## config.mk

```make
export PLATFORM = sky130hd
export DESIGN_NAME = lc_pipe_core
export DESIGN_NICKNAME = d
export VERILOG_FILES = /design/src/rtl/lc_pipe_core.sv
export SDC_FILE = /design/constraint.sdc
export NUM_CORES = 1
export LEC_CHECK = 0
export ABC_CLOCK_PERIOD_IN_PS = 8500
export BUFFER_PORTS_ARGS = -buffer_cell sky130_fd_sc_hd__buf_2
export CAP_MARGIN = 20
export CORE_MARGIN = 1
export CORE_UTILIZATION = 34
export CTS_BUF_LIST = sky130_fd_sc_hd__clkbuf_16
export DETAILED_ROUTE_END_ITERATION = 6
export PLACE_DENSITY_LB_ADDON = 0.05
export SLEW_MARGIN = 20
export SYNTH_ARGS = -nofsm -noshare
export SYNTH_HDL_FRONTEND = slang
export SYNTH_SLANG_ARGS = --single-unit
```

## constraint.sdc

```tcl
create_clock -name clk -period 8.5 [get_ports clk]
set_input_delay 0 -clock clk [delete_from_list [all_inputs] [get_ports clk]]
set_output_delay 0 -clock clk [all_outputs]
set_load 0.01 [all_outputs]
```

## src/rtl/lc_pipe_core.sv

```systemverilog
module lc_pipe_core #(
  parameter int PCW  = 16,
  parameter int DW   = 32,
  parameter int CNTW = 32
) (
  input  logic            clk,
  input  logic            rst,
  output logic [PCW-1:0]  imem_addr,
  input  logic [31:0]     imem_rdata,
  output logic [PCW-1:0]  dmem_addr,
  input  logic [DW-1:0]   dmem_rdata,
  output logic            dmem_we,
  output logic [DW-1:0]   dmem_wdata,
  output logic            halted,
  output logic [CNTW-1:0] cycle_count
);
  localparam int NREG = 8;
  localparam logic [2:0] OP_ADD = 3'd0, OP_NAND = 3'd1, OP_LW = 3'd2, OP_SW = 3'd3,
                         OP_BEQ = 3'd4, OP_HALT = 3'd6, OP_NOOP = 3'd7;
  localparam logic [31:0] NOOP_W = 32'h01C0_0000;

  logic [PCW-1:0] pc, ifid_p1, idex_p1, exmem_tgt;
  logic [31:0]    ifid_i, idex_i, exmem_i, memwb_i, wbend_i;
  logic [DW-1:0]  idex_a, idex_b, idex_off, exmem_alu, exmem_b, memwb_d, wbend_d;
  logic [DW-1:0]  rf [NREG];

  function automatic logic [2:0] opc(input logic [31:0] i);
    return i[24:22];
  endfunction

  function automatic logic writes(input logic [31:0] i);
    return opc(i) == OP_ADD || opc(i) == OP_NAND || opc(i) == OP_LW;
  endfunction

  function automatic logic [2:0] dst(input logic [31:0] i);
    return (opc(i) == OP_LW) ? i[18:16] : i[2:0];
  endfunction

  function automatic logic [DW-1:0] fwd(input logic [2:0] r, input logic [DW-1:0] d);
    if ((opc(exmem_i) == OP_ADD || opc(exmem_i) == OP_NAND) && exmem_i[2:0] == r) return exmem_alu;
    if (writes(memwb_i) && dst(memwb_i) == r) return memwb_d;
    if (writes(wbend_i) && dst(wbend_i) == r) return wbend_d;
    return d;
  endfunction

  logic [2:0]    id_op, ex_op, mem_op, ld_dst;
  logic          stall, taken, ex_pass;
  logic [DW-1:0] op_a, op_b_reg, op_b, alu, sw_data;

  assign id_op  = opc(ifid_i);
  assign ex_op  = opc(idex_i);
  assign mem_op = opc(exmem_i);
  assign ld_dst = idex_i[18:16];

  always_comb begin
    stall = 1'b0;
    if (ex_op == OP_LW) begin
      if (id_op == OP_ADD || id_op == OP_NAND || id_op == OP_BEQ)
        stall = (ifid_i[21:19] == ld_dst) || (ifid_i[18:16] == ld_dst);
      else if (id_op == OP_LW || id_op == OP_SW)
        stall = (ifid_i[21:19] == ld_dst);
    end
  end

  assign ex_pass  = (ex_op == OP_HALT) || (ex_op == OP_NOOP);
  assign op_a     = ex_pass ? idex_a : fwd(idex_i[21:19], idex_a);
  assign op_b_reg = ex_pass ? idex_b : fwd(idex_i[18:16], idex_b);
  assign op_b     = (ex_op == OP_ADD || ex_op == OP_NAND || ex_op == OP_BEQ) ? op_b_reg : idex_off;

  always_comb begin
    if (ex_op == OP_NAND)     alu = ~(op_a & op_b);
    else if (ex_op == OP_BEQ) alu = {{(DW-1){1'b0}}, op_a == op_b};
    else                      alu = op_a + op_b;
  end

  assign sw_data = (opc(memwb_i) == OP_LW && memwb_i[18:16] == exmem_i[18:16]) ? memwb_d : exmem_b;
  assign taken   = (mem_op == OP_BEQ) && (exmem_alu != '0);

  assign halted     = (opc(memwb_i) == OP_HALT);
  assign imem_addr  = pc;
  assign dmem_addr  = exmem_alu[PCW-1:0];
  assign dmem_we    = (mem_op == OP_SW) && !halted;
  assign dmem_wdata = sw_data;

  always_ff @(posedge clk) begin
    if (rst) begin
      pc          <= '0;
      cycle_count <= '0;
      ifid_i  <= NOOP_W; idex_i  <= NOOP_W; exmem_i <= NOOP_W;
      memwb_i <= NOOP_W; wbend_i <= NOOP_W;
      ifid_p1 <= '0; idex_p1 <= '0; exmem_tgt <= '0;
      idex_a <= '0; idex_b <= '0; idex_off <= '0;
      exmem_alu <= '0; exmem_b <= '0; memwb_d <= '0; wbend_d <= '0;
      for (int k = 0; k < NREG; k++) rf[k] <= '0;
    end else if (!halted) begin
      cycle_count <= cycle_count + 1'b1;
      if (!stall) begin
        ifid_i  <= imem_rdata;
        ifid_p1 <= pc + 1'b1;
        pc      <= pc + 1'b1;
      end
      idex_i   <= stall ? NOOP_W : ifid_i;
      idex_p1  <= ifid_p1;
      idex_a   <= rf[ifid_i[21:19]];
      idex_b   <= rf[ifid_i[18:16]];
      idex_off <= {{(DW-16){ifid_i[15]}}, ifid_i[15:0]};
      exmem_i   <= idex_i;
      exmem_tgt <= idex_p1 + idex_off[PCW-1:0];
      exmem_alu <= alu;
      exmem_b   <= op_b_reg;
      memwb_i <= exmem_i;
      memwb_d <= (mem_op == OP_LW || mem_op == OP_SW) ? dmem_rdata : exmem_alu;
      if (taken) begin
        pc      <= exmem_tgt;
        ifid_i  <= NOOP_W;
        idex_i  <= NOOP_W;
        exmem_i <= NOOP_W;
      end
      wbend_i <= memwb_i;
      wbend_d <= memwb_d;
      if (writes(memwb_i)) rf[dst(memwb_i)] <= memwb_d;
    end
  end


  flush_chk: assert property (@(posedge clk) disable iff (rst)
    (!halted && taken) |=> (ifid_i == NOOP_W && idex_i == NOOP_W && exmem_i == NOOP_W));

  redirect_chk: assert property (@(posedge clk) disable iff (rst)
    (!halted && taken) |=> (imem_addr == $past(exmem_tgt)));

  bubble_chk: assert property (@(posedge clk) disable iff (rst)
    (!halted && stall && !taken) |=> (idex_i == NOOP_W && $stable(imem_addr) && $stable(ifid_i)));

  freeze_chk: assert property (@(posedge clk) disable iff (rst)
    halted |=> (halted && $stable(cycle_count) && $stable(imem_addr)));

  count_chk: assert property (@(posedge clk) disable iff (rst)
    !halted |=> (cycle_count == $past(cycle_count) + 1'b1));

  end_latch_chk: assert property (@(posedge clk) disable iff (rst)
    !halted |=> (wbend_i == $past(memwb_i) && wbend_d == $past(memwb_d)));
endmodule

```

==> impl_metrics.json, run 1 <==
{
  "leakagePower_nw": 14.5,
  "core_area_sq_mm": 0.0966,
  "powerDensity_mw_per_mm2": 207,
  "postCtsSetupBuffers": 0,
  "synth.cell_area_sq_mm": 0.0331,
  "fp.dieH_um": 314,
  "setup_violations": 0,
  "fin_setup_tns_ns": 0,
  "dr.pass1.iters": 7,
  "tightest_slew_ns": 0.995,
  "critPathRequiredTime_ns": 9.04,
  "synthToLayoutAreaGrowth_pct": 14.9,
  "clk_latency_ns": 0.64,
  "critPathLaunchType": "register",
  "run_status": "finished, violations left",
  "num-nets-final": 3509,
  "maxCapViolations": 0,
  "ys_ff_latch": 624,
  "viasPerCell": 5.42,
  "utilization_pct": 39.4,
  "layout_commonest_cell": "nand2_1",
  "cp_slowest_cell": "nor4_4",
  "slew_headroom_pct": 33.7,
  "yosysTopAreaCell": "edfxtp_1",
  "grt_pass1_vias": 25000,
  "antenna_found_initial": 2,
  "synthArstFlopShare_pct": 0,
  "critPathMaxFanout": 6,
  "wl_um": 115000,
  "dieArea_sq_mm": 0.0987,
  "cp_slowest_stage_delay_ns": 0.80,
  "place_inst": 4524,
  "rows": 114,
  "synth_cells": 3341,
  "cp.arrival_ns": 6.87,
  "overflow": 0,
  "via_count": 25700,
  "period_needed_ns": 6.33,
  "cts_buffers": 76,
  "ys.flop_type": "dfxtp_1",
  "synth_edf_count": 256,
  "synth_top_area_share_pct": 23.2,
  "dp.final_hpwl_um": 75200,
  "crit_family": "compound AO/OA/AOI/OAI gates",
  "io_buffers": 156,
  "cts_resized": 0,
  "grt_pass1_wl_um": 169000,
  "synth.net_count": 3458,
  "timing.hold.ws_ns": 0.118,
  "clk_pin_slew_ns": 0.06,
  "r2r_slack_ns": 2.17,
  "path_common_cell": "mux2i_1",
  "placed_area_sq_mm": 0.0349,
  "worstPathCellList": "nor3b_1 -> mux2i_1 -> xnor2_1 -> nor4_4 -> buf_4 -> mux2i_1 -> o21ai_1 -> mux2i_1 -> a21oi_1 -> ha_1 -> inv_1 -> fa_1 -> nand2b_1 -> a211oi_1 -> o41ai_1 -> o21a_1 -> a21oi_1 -> a211o_1 -> a41o_1 -> xnor2_1 -> a211oi_1",
  "io_pins": 164,
  "ant_nets": 0,
  "die_w_um": 314,
  "start_util_pct": 34.3,
  "yosysWarnings": 0,
  "cp_num_buf_inv": 2,
  "fillCellCount": 9329,
  "mostFrequentLayoutCells": "nand2_1 (370), dfxtp_1 (362), nor2_1 (319)",
  "hold_violations": 0,
  "stdcell_count": 4734,
  "drive_gt1_share_pct": 15.2,
  "drc_errors": 2,
  "fin_worst_skew_ns": 0.0256,
  "ys_seq_area_share_pct": 45.4,
  "clockBufferDepth": 3,
  "fin_area_sq_mm": 0.0381,
  "wl_per_cell_um": 24.2,
  "place_congestion": 0.867,
  "violations": "design-rule violations",
  "synth.distinct_cells": 66,
  "cts_sinks": 624,
  "min_path_type": "input pin to register",
  "rsz0062_at_grt": "false",
  "grt_max_degree": 117,
  "ir_worst_vdd_mv": 0.122,
  "synth_area_leaders": "edfxtp_1 (23%), dfxtp_1 (22%), mux4_2 (8.7%)",
  "htree_levels": 3,
  "cts_root_buf": "clkbuf_16",
  "slew_viol_final": 0,
  "cp-end-kind": "register",
  "cts_tree": "built",
  "syn_avg_cell_area_sq_um": 9.92,
  "max_clock_freq_ghz": 0.158,
  "fin_crit_sh_pct": 74.5,
  "grt_usage_pct": 23.0,
  "worstSetupPathType": "register to register",
  "drtIter0Drc": 2023
}
## power by group
group          internal, mW  leakage, nW  total [mW]  switching [mW]
clock                  1.95         1.27        3.31            1.37
combinational         0.430         7.60        1.01           0.576
sequential             3.28         5.66        3.56           0.277
## logic make-up (layout without fill, tap and decap cells)
| logic type | count (synthesis) | in the layout | synth area share [%] |
|---|---|---|---|
| xor+xnor | 96 | 96 | 2.54 |
| simple gates | 1162 | 1162 | 16.6 |
| fa+ha+maj | 51 | 51 | 1.97 |
| compound gates | 688 | 688 | 12.6 |
| flops | 624 | 624 | 45.4 |
| other cells | 0 | 4 | 0 |
| buf+inv | 325 | 438 | 3.96 |
| mux | 395 | 395 | 16.9 |
## final timing paths
path                  startpoint             to  cells past startpoint
setup / recovery     wbend_i[23]  exmem_alu[30]                     21
setup reg to reg     wbend_i[23]  exmem_alu[30]                     21
hold / removal    imem_rdata[23]     ifid_i[23]                      4
hold reg to reg      exmem_b[21]    exmem_b[21]                      2
## final cells by class
class / count / area (sq um) / share of cell area [%]
tap: 1276 / 1600 / 4.19
timing repair buffer: 278 / 1890 / 4.96
clock buffer: 80 / 2000 / 5.26
clock inverter: 60 / 514 / 1.35
antenna: 4 / 10.0 / 0.0263
multi-input combinational: 2392 / 16900 / 44.4
sequential: 624 / 15100 / 39.6
inverter: 20 / 80.1 / 0.210
## worst min-delay path, stage by stage
cell           delay, ns
dlygate4sd3_1       0.51
buf_2               0.09
mux2i_1             0.05
nand2_1             0.06
## state kept, by name, indices dropped and copies added (netlist names)
signal and flops:
exmem_b 32, idex_i 12, ifid_i 25, idex_a 32, idex_p1 16, ifid_p1 16, memwb_d 32, memwb_i 9
wbend_i 9, rf 256, idex_off 16, imem_addr 16, exmem_i 9, wbend_d 32, exmem_alu 32, cycle_count 32
exmem_tgt 16, idex_b 32
## metal layers
layer,routed length [um],global-route usage [%]
met5,0,0
met4,2700,6.61
met3,5700,3.08
met2,54800,38.1
met1,51600,31.3
## stage by stage
stage          setup WS, ns  total power, mW
2_1_floorplan          3.61             4.19
3_3_place_gp           2.29             4.59
3_5_place_dp           2.24             4.60
4_1_cts                2.21             7.95
5_1_grt                1.78             8.18
6_report               2.17             7.88
## Yosys cell counts, drive strengths merged, types with 16 or more instances
| cell | count |
|---|---|
| a21oi | 295 |
| a211oi | 125 |
| dfxtp | 368 |
| mux2i | 235 |
| nor4 | 26 |
| mux2 | 32 |
| nor2 | 326 |
| xnor2 | 56 |
| nand4 | 22 |
| clkbuf | 243 |
| mux4 | 128 |
| nor3 | 21 |
| and2 | 263 |
| or3 | 16 |
| inv | 20 |
| edfxtp | 256 |
| nand2 | 371 |
| buf | 62 |
| nand3 | 60 |
| a211o | 36 |
| xor2 | 40 |
| ha | 49 |
| o21ai | 139 |
## repair_timing
item	CTS	global route
endpoints found under the hold margin	118	0
setup endpoints to repair	0	0
hold buffers	65	0
No activity file was read; power rests on OpenSTA's default activity.
==> inputs of run 2 (changes only) <==
ABC_AREA = 1   (was not set)
ABC_CLOCK_PERIOD_IN_PS = 6350   (was 8500)
clock period = 6.35 ns   (was 8.5 ns; I/O delays follow)
==> impl_metrics.json, run 2 <==
{
  "rsz0062_at_grt": "false",
  "largest_reg_flops": 256,
  "utilization_pct": 39.1,
  "hold_buffers": 64,
  "cp_num_buf_inv": 2,
  "cts_tree": "built",
  "grt_max_degree": 133,
  "cts_sinks": 624,
  "rows": 115,
  "htree_levels": 3,
  "yosysWarnings": 0,
  "yosysTopAreaCell": "edfxtp_1",
  "synth.distinct_cells": 51,
  "ant_nets": 0,
  "max_clock_freq_ghz": 0.205,
  "clockBufferDepth": 3,
  "crit_family": "compound AO/OA/AOI/OAI gates",
  "leakagePower_nw": 15.7,
  "fp.dieH_um": 317,
  "cp_slowest_stage_delay_ns": 0.56,
  "tightest_slew_ns": 1.14,
  "syn_avg_cell_area_sq_um": 7.41,
  "fillCellCount": 10300,
  "mostFrequentLayoutCells": "nand2_1 (754), nor2_1 (555), o21ai_0 (555)",
  "synth.cell_area_sq_mm": 0.0337,
  "cp_slowest_cell": "o21ai_0",
  "postCtsSetupBuffers": 0,
  "maxCapViolations": 0,
  "critPathLaunchType": "register",
  "grt_pass1_vias": 30100,
  "fin_setup_tns_ns": 0,
  "critPathMaxFanout": 33,
  "clk_pin_slew_ns": 0.06,
  "drc_errors": 0,
  "regMostFlops": "rf",
  "slew_viol_final": 0,
  "core_area_sq_mm": 0.0983,
  "synth_area_leaders": "edfxtp_1 (23%), dfxtp_1 (22%), nand2_1 (8.6%)",
  "power_mw": 10.8,
  "cts_buffers": 79,
  "powerDensity_mw_per_mm2": 281,
  "fin_worst_skew_ns": 0.0376,
  "start_util_pct": 34.3,
  "seq_area_sq_mm": 0.0151,
  "io_buffers": 156,
  "ir_worst_vdd_mv": 0.170,
  "dp.final_hpwl_um": 90100,
  "slew_headroom_pct": 23.3,
  "ys_ff_latch": 624,
  "fin_crit_sh_pct": 76.9,
  "cp-end-kind": "register",
  "cts_root_buf": "clkbuf_16",
  "antenna_found_initial": 0,
  "synth.net_count": 4663,
  "synth_cells": 4546,
  "synthArstFlopShare_pct": 0,
  "multi_input_area_sq_mm": 0.0157,
  "setup_violations": 0,
  "io_pins": 164,
  "overflow": 0,
  "synth_top_area_share_pct": 22.8,
  "min_path_type": "input pin to register",
  "setup_ws_ns": 1.47,
  "die_w_um": 317,
  "ys_seq_area_share_pct": 44.7,
  "ys.flop_type": "dfxtp_1",
  "place_congestion": 0.956,
  "hold_violations": 0,
  "worstSetupPathType": "register to register",
  "cts_resized": 0,
  "wl_per_cell_um": 23.2,
  "critPathRequiredTime_ns": 6.95,
  "dr.pass1.iters": 6,
  "clk_latency_ns": 0.68,
  "drive_gt1_share_pct": 8.66,
  "grt_pass1_wl_um": 201000,
  "num-nets-final": 4687,
  "worstPathCellList": "inv_2 -> nor2_4 -> nand2_2 -> o21ai_2 -> nor2_1 -> nor2_2 -> nand2_4 -> inv_2 -> nand2_1 -> nand3_1 -> nand2_1 -> nand2_1 -> o21ai_0 -> ha_1 -> nand2_1 -> o21ai_0 -> a21oi_1 -> o21ai_0 -> nand3_1 -> nand3_1 -> nand3_1 -> a21oi_1",
  "synthToLayoutAreaGrowth_pct": 13.9,
  "run_status": "complete, no violations",
  "drtIter0Drc": 3050,
  "synth_most_common_cell": "nand2_1",
  "dieArea_sq_mm": 0.100,
  "via_count": 32100,
  "grt_usage_pct": 27.0,
  "synth_edf_count": 256,
  "layout_commonest_cell": "nand2_1",
  "cp.arrival_ns": 5.48,
  "period_needed_ns": 4.88,
  "dp_slack_ns": 1.64,
  "wl_um": 137000,
  "viasPerCell": 5.42,
  "synthTopCellsByCount": "nand2_1 (773), nor2_1 (556), o21ai_0 (555)"
}
## run 2: changes by cell type after synthesis, sizes merged, moves of 114 or more
cell,before,now
mux4,128,0
and2,263,0
nand3,60,346
a21oi,295,409
a211oi,125,7
nand2,371,779
mux2i,235,0
o21ai,139,573
nor2,326,566
inv,20,414
## run 2: cell type report
type                            instances  share of cell area (%)
Antenna cell                            1                 0.00652
Clock buffer                           80                    5.22
Clock inverter                         63                    1.11
Inverter                              419                    4.12
Multi-Input combinational cell       3157                    41.0
Sequential cell                       624                    39.3
Tap cell                             1287                    4.20
Timing Repair Buffer                  289                    5.12
## run 2: kinds of logic after synthesis
| kind of cell | count (synthesis) | synth area share (%) |
|---|---|---|
| flip-flops | 624 | 44.7 |
| XOR/XNOR | 47 | 1.22 |
| AND/OR/NAND/NOR | 1794 | 22.2 |
| adder cells (fa/ha/maj) | 51 | 1.94 |
| buffers and inverters | 765 | 8.96 |
| AO/OA/AOI/OAI | 1265 | 21.0 |
## run 2: through the flow
step	cells	area (sq um)	hold slack, ns
finish	5920	38400	0.105
global route	5919	38400	0.0898
CTS	5919	38400	0.0604
detailed placement	5712	35300	0.217
global placement	5712	35300	0.220
floorplan	4546	33700	0.122
## run 2: power by group
group	internal [mW]	switching [mW]
Combinational	0.533	1.34
Sequential	4.42	0.173
Clock	2.45	1.88
## run 2: final timing paths
| path | from | endpoint | slack [ns] | depth (start not counted) |
|---|---|---|---|---|
| min | imem_rdata[24] | ifid_i[24] | 0.11 | 4 |
| min reg2reg | ifid_p1[6] | ifid_p1[6] | 0.45 | 2 |
| max reg2reg | memwb_i[23] | exmem_alu[31] | 1.47 | 22 |
| max | memwb_i[23] | exmem_alu[31] | 1.47 | 22 |
## run 2: layer usage
| layer | up-vias | GRT usage (%) | routed length (um) |
|---|---|---|---|
| met3 | 201 | 3.34 | 6850 |
| met1 | 15400 | 36.4 | 61700 |
| met2 | 946 | 44.1 | 64000 |
| li1 | 15500 | - | - |
| met4 | 0 | 9.75 | 4880 |
| met5 | - | 0 | 0 |
## run 2: worst reg2reg max path: stages, from the launching register on
cell and delay [ns]:
dfxtp_1 0.37, inv_2 0.07, nor2_4 0.12, nand2_2 0.13, o21ai_2 0.28, nor2_1 0.09, nor2_2 0.17, nand2_4 0.28
inv_2 0.44, nand2_1 0.09, nand3_1 0.09, nand2_1 0.05, nand2_1 0.15, o21ai_0 0.16, ha_1 0.47, nand2_1 0.08
o21ai_0 0.35, a21oi_1 0.25, o21ai_0 0.56, nand3_1 0.24, nand3_1 0.13, nand3_1 0.08, a21oi_1 0.17
